File: src/rtl/eeprom_cfg_loader.sv
module eeprom_cfg_loader #(
  parameter int CLK_NS     = 20,
  parameter int SK_MIN_NS  = 1000,
  parameter int CSS_NS     = 200,
  parameter int DIS_NS     = 400,
  parameter int DIH_NS     = 400,
  parameter int DOD_NS     = 2000,
  parameter int LOAD_WORDS = 32
) (
  input  logic        clk,
  input  logic        rst_n,
  input  logic        big_part,
  output logic        ee_cs,
  output logic        ee_sk,
  output logic        ee_di,
  input  logic        ee_do,
  output logic [15:0] ven_id,
  output logic [15:0] dev_id,
  output logic [15:0] sub_ven_id,
  output logic [15:0] sub_id,
  output logic [7:0]  max_lat,
  output logic [7:0]  min_gnt,
  output logic        load_done,
  input  logic        cmd_req,
  input  logic        cmd_wr,
  input  logic [7:0]  cmd_addr,
  input  logic [15:0] cmd_wdata,
  output logic        cmd_ack,
  output logic [15:0] cmd_rdata
);

  localparam int HALF_NS = (SK_MIN_NS + 1) / 2;
  localparam int HI_NS   = (DIH_NS > HALF_NS) ? DIH_NS : HALF_NS;
  localparam int HI_RAW  = (HI_NS + CLK_NS - 1) / CLK_NS;
  localparam int HI_CYC  = (HI_RAW < 1) ? 1 : HI_RAW;
  localparam int LO_A    = (DIS_NS > HALF_NS) ? DIS_NS : HALF_NS;
  localparam int LO_B    = (CSS_NS > LO_A) ? CSS_NS : LO_A;
  localparam int LO_C    = (DOD_NS > HI_CYC * CLK_NS) ? DOD_NS - HI_CYC * CLK_NS : 0;
  localparam int LO_NS   = (LO_C > LO_B) ? LO_C : LO_B;
  localparam int LO_RAW  = (LO_NS + CLK_NS - 1) / CLK_NS;
  localparam int LO_CYC  = (LO_RAW < 1) ? 1 : LO_RAW;
  localparam int GAP_CYC = LO_CYC + HI_CYC;
  localparam int TW      = $clog2(GAP_CYC + 1);
  localparam int TXW     = 27;
  localparam int IW      = $clog2(LOAD_WORDS);

  typedef enum logic [1:0] {ST_GAP, ST_LO, ST_HI, ST_POLL} st_t;
  typedef enum logic [1:0] {K_RD, K_EWEN, K_WR} kind_t;

  st_t            st;
  kind_t          kind, nk;
  logic [TW-1:0]  tmr;
  logic [4:0]     bits, nbits;
  logic [TXW-1:0] tx, ntx;
  logic [15:0]    rx;
  logic [IW-1:0]  ld_idx;
  logic           ewen_ok, wr_pend, poll_pend, host_busy;
  logic [7:0]     h_addr;
  logic [15:0]    h_data;
  logic           gap_ok, go_frame, go_poll;

  function automatic logic [TXW-1:0] pack(input logic [2:0] op, input logic [7:0] a,
                                          input logic [15:0] d, input logic big);
    return big ? {op, a, d} : {op, a[5:0], d, 2'b00};
  endfunction

  assign ee_cs  = (st != ST_GAP);
  assign ee_sk  = (st == ST_HI);
  assign ee_di  = (st == ST_LO || st == ST_HI) && tx[TXW-1];
  assign gap_ok = (st == ST_GAP) && (tmr == TW'(GAP_CYC));

  always_comb begin
    go_frame = 1'b0;
    go_poll  = 1'b0;
    nk       = K_RD;
    ntx      = '0;
    nbits    = '0;
    if (gap_ok) begin
      if (poll_pend) begin
        go_poll = 1'b1;
      end else if (wr_pend && !ewen_ok) begin
        go_frame = 1'b1;
        nk       = K_EWEN;
        ntx      = pack(3'b100, big_part ? 8'hC0 : 8'h30, 16'h0000, big_part);
        nbits    = big_part ? 5'd11 : 5'd9;
      end else if (wr_pend) begin
        go_frame = 1'b1;
        nk       = K_WR;
        ntx      = pack(3'b101, h_addr, h_data, big_part);
        nbits    = big_part ? 5'd27 : 5'd25;
      end else if (!load_done) begin
        go_frame = 1'b1;
        ntx      = pack(3'b110, 8'(ld_idx), 16'h0000, big_part);
        nbits    = big_part ? 5'd28 : 5'd26;
      end else if (host_busy) begin
        go_frame = 1'b1;
        ntx      = pack(3'b110, h_addr, 16'h0000, big_part);
        nbits    = big_part ? 5'd28 : 5'd26;
      end
    end
  end

  always_ff @(posedge clk or negedge rst_n) begin
    if (!rst_n) begin
      st         <= ST_GAP;
      kind       <= K_RD;
      tmr        <= '0;
      bits       <= '0;
      tx         <= '0;
      rx         <= '0;
      ld_idx     <= '0;
      ewen_ok    <= 1'b0;
      wr_pend    <= 1'b0;
      poll_pend  <= 1'b0;
      host_busy  <= 1'b0;
      h_addr     <= '0;
      h_data     <= '0;
      load_done  <= 1'b0;
      cmd_ack    <= 1'b0;
      cmd_rdata  <= '0;
      ven_id     <= '0;
      dev_id     <= '0;
      sub_ven_id <= '0;
      sub_id     <= '0;
      max_lat    <= '0;
      min_gnt    <= '0;
    end else begin
      cmd_ack <= 1'b0;
      if (load_done && !host_busy && cmd_req && !cmd_ack) begin
        host_busy <= 1'b1;
        h_addr    <= cmd_addr;
        h_data    <= cmd_wdata;
        wr_pend   <= cmd_wr;
      end
      case (st)
        ST_GAP: begin
          if (go_poll) begin
            st  <= ST_POLL;
            tmr <= '0;
          end else if (go_frame) begin
            st   <= ST_LO;
            tmr  <= '0;
            kind <= nk;
            tx   <= ntx;
            bits <= nbits;
          end else if (tmr != TW'(GAP_CYC)) begin
            tmr <= tmr + TW'(1);
          end
        end
        ST_LO: begin
          if (tmr == TW'(LO_CYC - 1)) begin
            rx  <= {rx[14:0], ee_do};
            st  <= ST_HI;
            tmr <= '0;
          end else begin
            tmr <= tmr + TW'(1);
          end
        end
        ST_HI: begin
          if (tmr == TW'(HI_CYC - 1)) begin
            tmr  <= '0;
            tx   <= tx << 1;
            bits <= bits - 5'd1;
            if (bits == 5'd1) begin
              st <= ST_GAP;
              case (kind)
                K_RD: begin
                  if (!load_done) begin
                    case (ld_idx)
                      IW'(0): ven_id     <= rx;
                      IW'(1): dev_id     <= rx;
                      IW'(2): sub_ven_id <= rx;
                      IW'(3): sub_id     <= rx;
                      IW'(4): begin
                        max_lat <= rx[15:8];
                        min_gnt <= rx[7:0];
                      end
                      default: ;
                    endcase
                    if (ld_idx == IW'(LOAD_WORDS - 1)) load_done <= 1'b1;
                    else ld_idx <= ld_idx + IW'(1);
                  end else begin
                    cmd_rdata <= rx;
                    cmd_ack   <= 1'b1;
                    host_busy <= 1'b0;
                  end
                end
                K_EWEN: ewen_ok <= 1'b1;
                default: begin
                  wr_pend   <= 1'b0;
                  poll_pend <= 1'b1;
                end
              endcase
            end else begin
              st <= ST_LO;
            end
          end else begin
            tmr <= tmr + TW'(1);
          end
        end
        default: begin
          if (tmr == TW'(LO_CYC - 1)) begin
            if (ee_do) begin
              poll_pend <= 1'b0;
              host_busy <= 1'b0;
              cmd_ack   <= 1'b1;
              st        <= ST_GAP;
              tmr       <= '0;
            end
          end else begin
            tmr <= tmr + TW'(1);
          end
        end
      endcase
    end
  end

  AST_SK_INSIDE_CS: assert property (@(posedge clk) disable iff (!rst_n) ee_sk |-> ee_cs);
  AST_DI_STEADY_SK_HIGH: assert property (@(posedge clk) disable iff (!rst_n) ee_sk |-> $stable(ee_di));
  AST_NO_ACK_BEFORE_LOAD: assert property (@(posedge clk) disable iff (!rst_n) cmd_ack |-> load_done);
  AST_ACK_ONE_CYCLE: assert property (@(posedge clk) disable iff (!rst_n) cmd_ack |=> !cmd_ack);
  AST_LOAD_DONE_STICKY: assert property (@(posedge clk) disable iff (!rst_n) load_done |=> load_done);
  AST_SHADOW_FROZEN: assert property (@(posedge clk) disable iff (!rst_n)
    load_done |=> $stable({ven_id, dev_id, sub_ven_id, sub_id, max_lat, min_gnt}));
  AST_WR_ACK_AFTER_READY: assert property (@(posedge clk) disable iff (!rst_n)
    (cmd_ack && $past(st == ST_POLL)) |-> $past(ee_do));
  AST_CS_LOW_GAP: assert property (@(posedge clk) disable iff (!rst_n) $fell(ee_cs) |=> !ee_cs);

endmodule

File: config.mk
export PLATFORM = sky130hd
export DESIGN_NAME = eeprom_cfg_loader
export DESIGN_NICKNAME = d
export VERILOG_FILES = /design/src/rtl/eeprom_cfg_loader.sv
export SDC_FILE = /design/constraint.sdc
export NUM_CORES = 1
export LEC_CHECK = 0
export BUFFER_PORTS_ARGS = -buffer_cell sky130_fd_sc_hd__buf_2
export CAP_MARGIN = 30
export CORE_MARGIN = 2
export CORE_UTILIZATION = 25
export CTS_CLUSTER_SIZE = 30
export DETAILED_ROUTE_END_ITERATION = 10
export HOLD_SLACK_MARGIN = 0.05
export PLACE_DENSITY = 0.41
export RECOVER_POWER = 100
export SLEW_MARGIN = 10
export SYNTH_ARGS = -nofsm -noshare
export SYNTH_HDL_FRONTEND = slang
export SYNTH_SLANG_ARGS = --single-unit
File: constraint.sdc
create_clock -name clk -period 2.81 [get_ports clk]
set_input_delay 0.1405 -clock clk [delete_from_list [all_inputs] [get_ports clk]]
set_output_delay 0.1405 -clock clk [all_outputs]
set_load 0.05 [all_outputs]
==> results of run 1 <==
## layout by cell type, fill, tap and decap left out, types with 15 or more instances in the layout
cell and count:
dfrtp_1 190, inv_1 16, nor2_1 25, mux2i_1 23, nand2_1 46, buf_2 29
clkbuf_1 111, dlygate4sd3_1 27, mux2_1 39, clkbuf_16 17, mux2_2 102, o21ai_0 38
buf_4 15
## power breakdown
part | internal, W | switching [W] | leakage [nW] | total [W]
logic | 0.000371 | 0.000775 | 2.09 | 0.00115
clock network | 0.00124 | 0.00120 | 0.286 | 0.00244
registers | 0.00282 | 0.0000974 | 2.63 | 0.00292
## area by class of cell
cell class,instances,area share (%)
Clock buffer,19,4.28
Clock inverter,13,1.34
Inverter,17,0.603
Tap cell,455,5.38
Multi-Input combinational cell,432,33.7
Timing Repair Buffer,192,9.75
Sequential cell,190,45.0
## routing by layer
metal	share of wire, %	vias up	global-route usage (%)
met5	0	-	0
li1	-	2780	-
met1	50	2959	18.6
met3	3.0	14	2.82
met2	46	91	19.7
met4	0.91	0	3.22
## through the flow
stage	hold slack (ns)	instance area [µm²]	power, W	setup slack, ns	util (%)
finish	0.272	10600	0.00650	0.233	30.8
global route	0.289	10600	0.00690	0.0368	30.8
CTS	0.255	10900	0.00667	0.213	31.8
detailed placement	0.257	10100	0.00416	0.225	29.3
global placement	0.265	10100	0.00417	0.297	29.3
floorplan	-0.155	8680	0.00370	0.133	-
## state kept, by name, indices dropped and copies added, names as in the netlist, 7 cells and up
signal / count
tx: 27
cmd_rdata: 16
dev_id: 16
h_data: 16
rx: 16
sub_id: 16
sub_ven_id: 16
ven_id: 16
h_addr: 8
max_lat: 8
min_gnt: 8
tmr: 7
## logic make-up after synthesis
| family | synth area share, % |
|---|---|
| DFF | 54.8 |
| adders and majority gates | 2.16 |
| and+or+nand+nor | 9.06 |
| buffers and inverters | 2.71 |
| muxes | 22.8 |
| xor gates and xnor gates | 0.504 |
| AOI/OAI and AO/OA | 8.00 |
## worst min-delay path, stage by stage
cell and delay, ns:
buf_2 0.32, nand2_1 0.13, o21ai_0 0.07
## worst max path at each step
stage / start / to / slack, ns / cells past startpoint
2_1_floorplan: st[0] / max_lat[6] / 0.13 / 9
5_1_grt: st[0] / tx[5] / 0.04 / 8
6_report: tmr[0] / max_lat[0] / 0.23 / 9
4_1_cts: tmr[0] / max_lat[4] / 0.21 / 9
3_3_place_gp: bits[1] / sub_id[11] / 0.30 / 8
3_5_place_dp: tmr[0] / max_lat[4] / 0.23 / 9
==> impl_metrics.ini, run 1 <==
[sta]
setup_viol = 0
skew_ns = 0.0148
period_needed_ns = 2.58
tightest_slew_ns = 2.22
hold_viol = 0
rsz0062_at_grt = false
setup_tns_ns = 0
fmax_mhz = 388
timing_max_transition_violations_final = 82
min_period_over_period_pct = 91.7
relSlewSlack_pct = -47.8

[yosys]
synth-edff-count = 0
syn-num-nets = 721
syn_avg_cell_area_um2 = 12.8
synth_cell_types = 57
synth_top_cell_by_area = dfrtp_1
ys_top_cells_by_count = dfrtp_1 (190), mux2_2 (102), nand2_1 (46)
async_flop_share_pct = 100
yosysTopAreaCellShare_pct = 54.8
yosysSeqAreaShare_pct = 54.8
yosysWarningCount = 0
netlist_area_um2 = 8680
synthTopCellsByArea = dfrtp_1 (55%), mux2_2 (13%), mux2_4 (6.9%), mux2i_1 (2.7%), o21ai_0 (2.2%)
synthCells = 676
synth_seq_cells = 190
synth.most_common_cell = dfrtp_1
synth_flop_cell = dfrtp_1

[worst_setup_path]
critPathBufInv = 3
cp_max_fo = 6
critPathKind = reg -> reg
crit_slowest_cell = dfrtp_1
worstRegToRegCells = 9
required_ns = 3.14
worst_setup_path_start_kind = register
reg2reg_to = max_lat[0]
crit_arrival_ns = 2.91
path_delay_family = simple AND/OR/NAND/NOR gates
slowest_delay_ns = 0.44
setup.worst_path.end_class = register
reg2reg_slack_ns = 0.23
r2r_start = tmr[0]
path_cells = inv_1, ha_1, nor4b_4, nand3_1, nor4_1, clkbuf_1, and4_1, clkbuf_2, mux2_2

[detailed_routing]
vias = 5844
drc = 0
ant_nets = 0
vias_per_cell = 4.43
first_iter_violations = 269
firstDrtPassIters = 5
drt-total-wl_um = 22600
wl_per_cell_um = 17.2

[floorplanning]
die_area_um2 = 36200
io_pins = 131
initial_core_util_pct = 25.3
die_h_um = 190
core_area_um2 = 34400
dieWidth_um = 190
rows = 68

[grt]
grtUsageTotal_pct = 13.0
grt_pass1_wl_um = 36200
grt_remaining_overflow = 0
grt_pass1_vias = 6065
grt_max_degree = 83
antenna_found_initial = 0

[final_layout]
final_cell_count_no_fill = 1318
syn2layout_area_growth_pct = 21.8
area.sequential_um2 = 4750
drive_gt1_share_pct = 23.6
antennaDiodeCount = 0
multi_input_area_um2 = 3560
nFillCells = 3642
final_net_count = 895

[clock_network]
cts_buffer_depth = 2
cts_tree = done
post_cts_buffers = 0
cts_root_buffer = clkbuf_16
path_clk_slew_ns = 0.08
cts_sinks = 190
cts_resized = 0
worstSkewPairLatency_ns = 0.45
hold_buffers = 27
cts_buffers = 17
ctsHtreeMaxLevel = 4

[worst_hold_path]
hold_depth = 3
hp-class = in -> reg
hold_end = tx[0]
worstHoldStart = big_part

[power_and_ir_drop]
p_leak_nw = 5.00
ir_worst_vdd_v = 0.000342
power.density_nw_per_um2 = 615

[place]
dp.cells = 1259
portBuffers = 130
dp_hpwl_um = 15700
gp_congestion = 0.770

[status]
outcome = complete, but fails checks
violations = max-capacitance violations, max-slew violations

[run]
max-cap-violations = 1
Note: power is estimated with default switching activity, not from simulation.
==> inputs of run 2 (changes only) <==
clock period = 2.95 ns   (was 2.81 ns; I/O delays follow)
==> impl_metrics.ini, run 2 (synthesized netlist as in run 1, its figures left out) <==
[status]
outcome = complete, but fails checks
violations = max-capacitance violations, max-slew violations

[floorplanning]
core_area_um2 = 34400
initial_core_util_pct = 25.3
rows = 68
dieWidth_um = 190
die_h_um = 190
io_pins = 131
die_area_um2 = 36200

[final_layout]
final_cell_mix = dfrtp_1 (190), clkbuf_1 (106), mux2_2 (102)
largest_reg_flops = 27
final_common_cell = dfrtp_1
regMostFlops = tx
final_cell_area_um2 = 10500
drive_gt1_share_pct = 23.2
syn2layout_area_growth_pct = 21.1
final_cell_count_no_fill = 1310
final_net_count = 887
antennaDiodeCount = 0

[place]
portBuffers = 130
pre_cts_slack_ns = 0.402
placed_area_um2 = 9990
dp_hpwl_um = 15400
dp.cells = 1252
gp_congestion = 0.752

[worst_setup_path]
slowest_delay_ns = 0.50
r2r_start = bits[1]
required_ns = 3.27
cp_max_fo = 16
critPathKind = reg -> reg
setup.worst_path.end_class = register
worst_setup_path_start_kind = register
critPathLaunch = bits[1]
path_cells = inv_1, ha_1, or4b_4, nand4b_1, nor4b_1, buf_4, nand2_4, mux2_1
crit_arrival_ns = 2.94
crit_slowest_cell = or4b_4

[run]
max-cap-violations = 1

[power_and_ir_drop]
p_leak_nw = 4.97
power.density_nw_per_um2 = 594
ir_worst_vdd_v = 0.000364

[sta]
setup_ws_ns = 0.330
relSlewSlack_pct = -43.9
tightest_slew_ns = 2.16
skew_ns = 0.0156
hold_viol = 0
rsz0062_at_grt = false
period_needed_ns = 2.62
whs_ns = 0.0809
timing_max_transition_violations_final = 89
min_period_over_period_pct = 88.8
setup_tns_ns = 0
fmax_mhz = 382
setup_viol = 0

[detailed_routing]
firstDrtPassIters = 4
drt-total-wl_um = 22600
ant_nets = 0
first_iter_violations = 280
vias_per_cell = 4.41
wl_per_cell_um = 17.3
vias = 5776
drc = 0

[clock_network]
worstSkewPairLatency_ns = 0.44
cts_tree = done
cts_root_buffer = clkbuf_16
hold_buffers = 26
ctsHtreeMaxLevel = 4
cts_buffers = 17
post_cts_buffers = 0
cts_buffer_depth = 2
cts_resized = 0
cts_sinks = 190
path_clk_slew_ns = 0.08

[grt]
grt_remaining_overflow = 0
antenna_found_initial = 0
grt_max_degree = 90
grt_pass1_vias = 5958
grtUsageTotal_pct = 12.9
grt_pass1_wl_um = 35900

[worst_hold_path]
hp-class = in -> reg
worstHoldStart = cmd_wr
-- run 2: cell count changes in the layout (fill, tap and decap cells not counted), moves of 2 or more --
| cell | previous run | this run |
|---|---|---|
| clkinvlp_4 | 2 | 0 |
| clkbuf_1 | 111 | 106 |
| inv_6 | 5 | 3 |
| clkinv_4 | 0 | 2 |
-- run 2: power by group --
group,switching (W),total [W],internal [W]
clock,0.00117,0.00241,0.00124
sequential,0.000101,0.00279,0.00269
combinational,0.000726,0.00105,0.000325
total,0.00199,0.00625,0.00425
-- run 2: routing by layer --
| layer | vias to the layer above | part of all wire [%] | global-route usage (%) |
|---|---|---|---|
| met2 | 75 | 46 | 20.1 |
| met3 | 13 | 2.9 | 2.47 |
| li1 | 2782 | - | - |
| met1 | 2906 | 50 | 18.5 |
| met4 | 0 | 0.92 | 3.22 |
| met5 | - | 0 | 0 |
-- run 2: final timing paths --
kind	slack (ns)	endpoint	depth (start not counted)
max	0.33	dev_id[11]	8
min in group asynchronous	0.89	h_data[9]	2
max reg2reg	0.33	dev_id[11]	8
min reg2reg	0.49	tx[0]	2
min	0.08	wr_pend	3
max in group asynchronous	0.57	dev_id[5]	3
-- run 2: critical path: cells and delay by family, from the launching register on --
family / cells / cell delay [ns]
adders and majority gates: 1 / 0.13
buffers and inverters: 2 / 0.32
DFF: 1 / 0.39
muxes: 1 / 0.37
and+or+nand+nor: 4 / 1.28
-- run 2: layout make-up --
cell class,instances,area (µm²)
tap,455,569
fill,3641,23900
clock inverter,14,173
timing repair buffer,184,986
inverter,17,63.8
clock buffer,18,439
sequential,190,4750
multi-input combinational,432,3530
-- run 2: through the flow --
step | power [W] | utilization (%)
after global placement | 0.00393 | 29.1
after CTS | 0.00639 | 31.6
after floorplan | 0.00352 | -
after detailed placement | 0.00392 | 29.1
after global routing | 0.00659 | 30.6
final | 0.00625 | 30.6
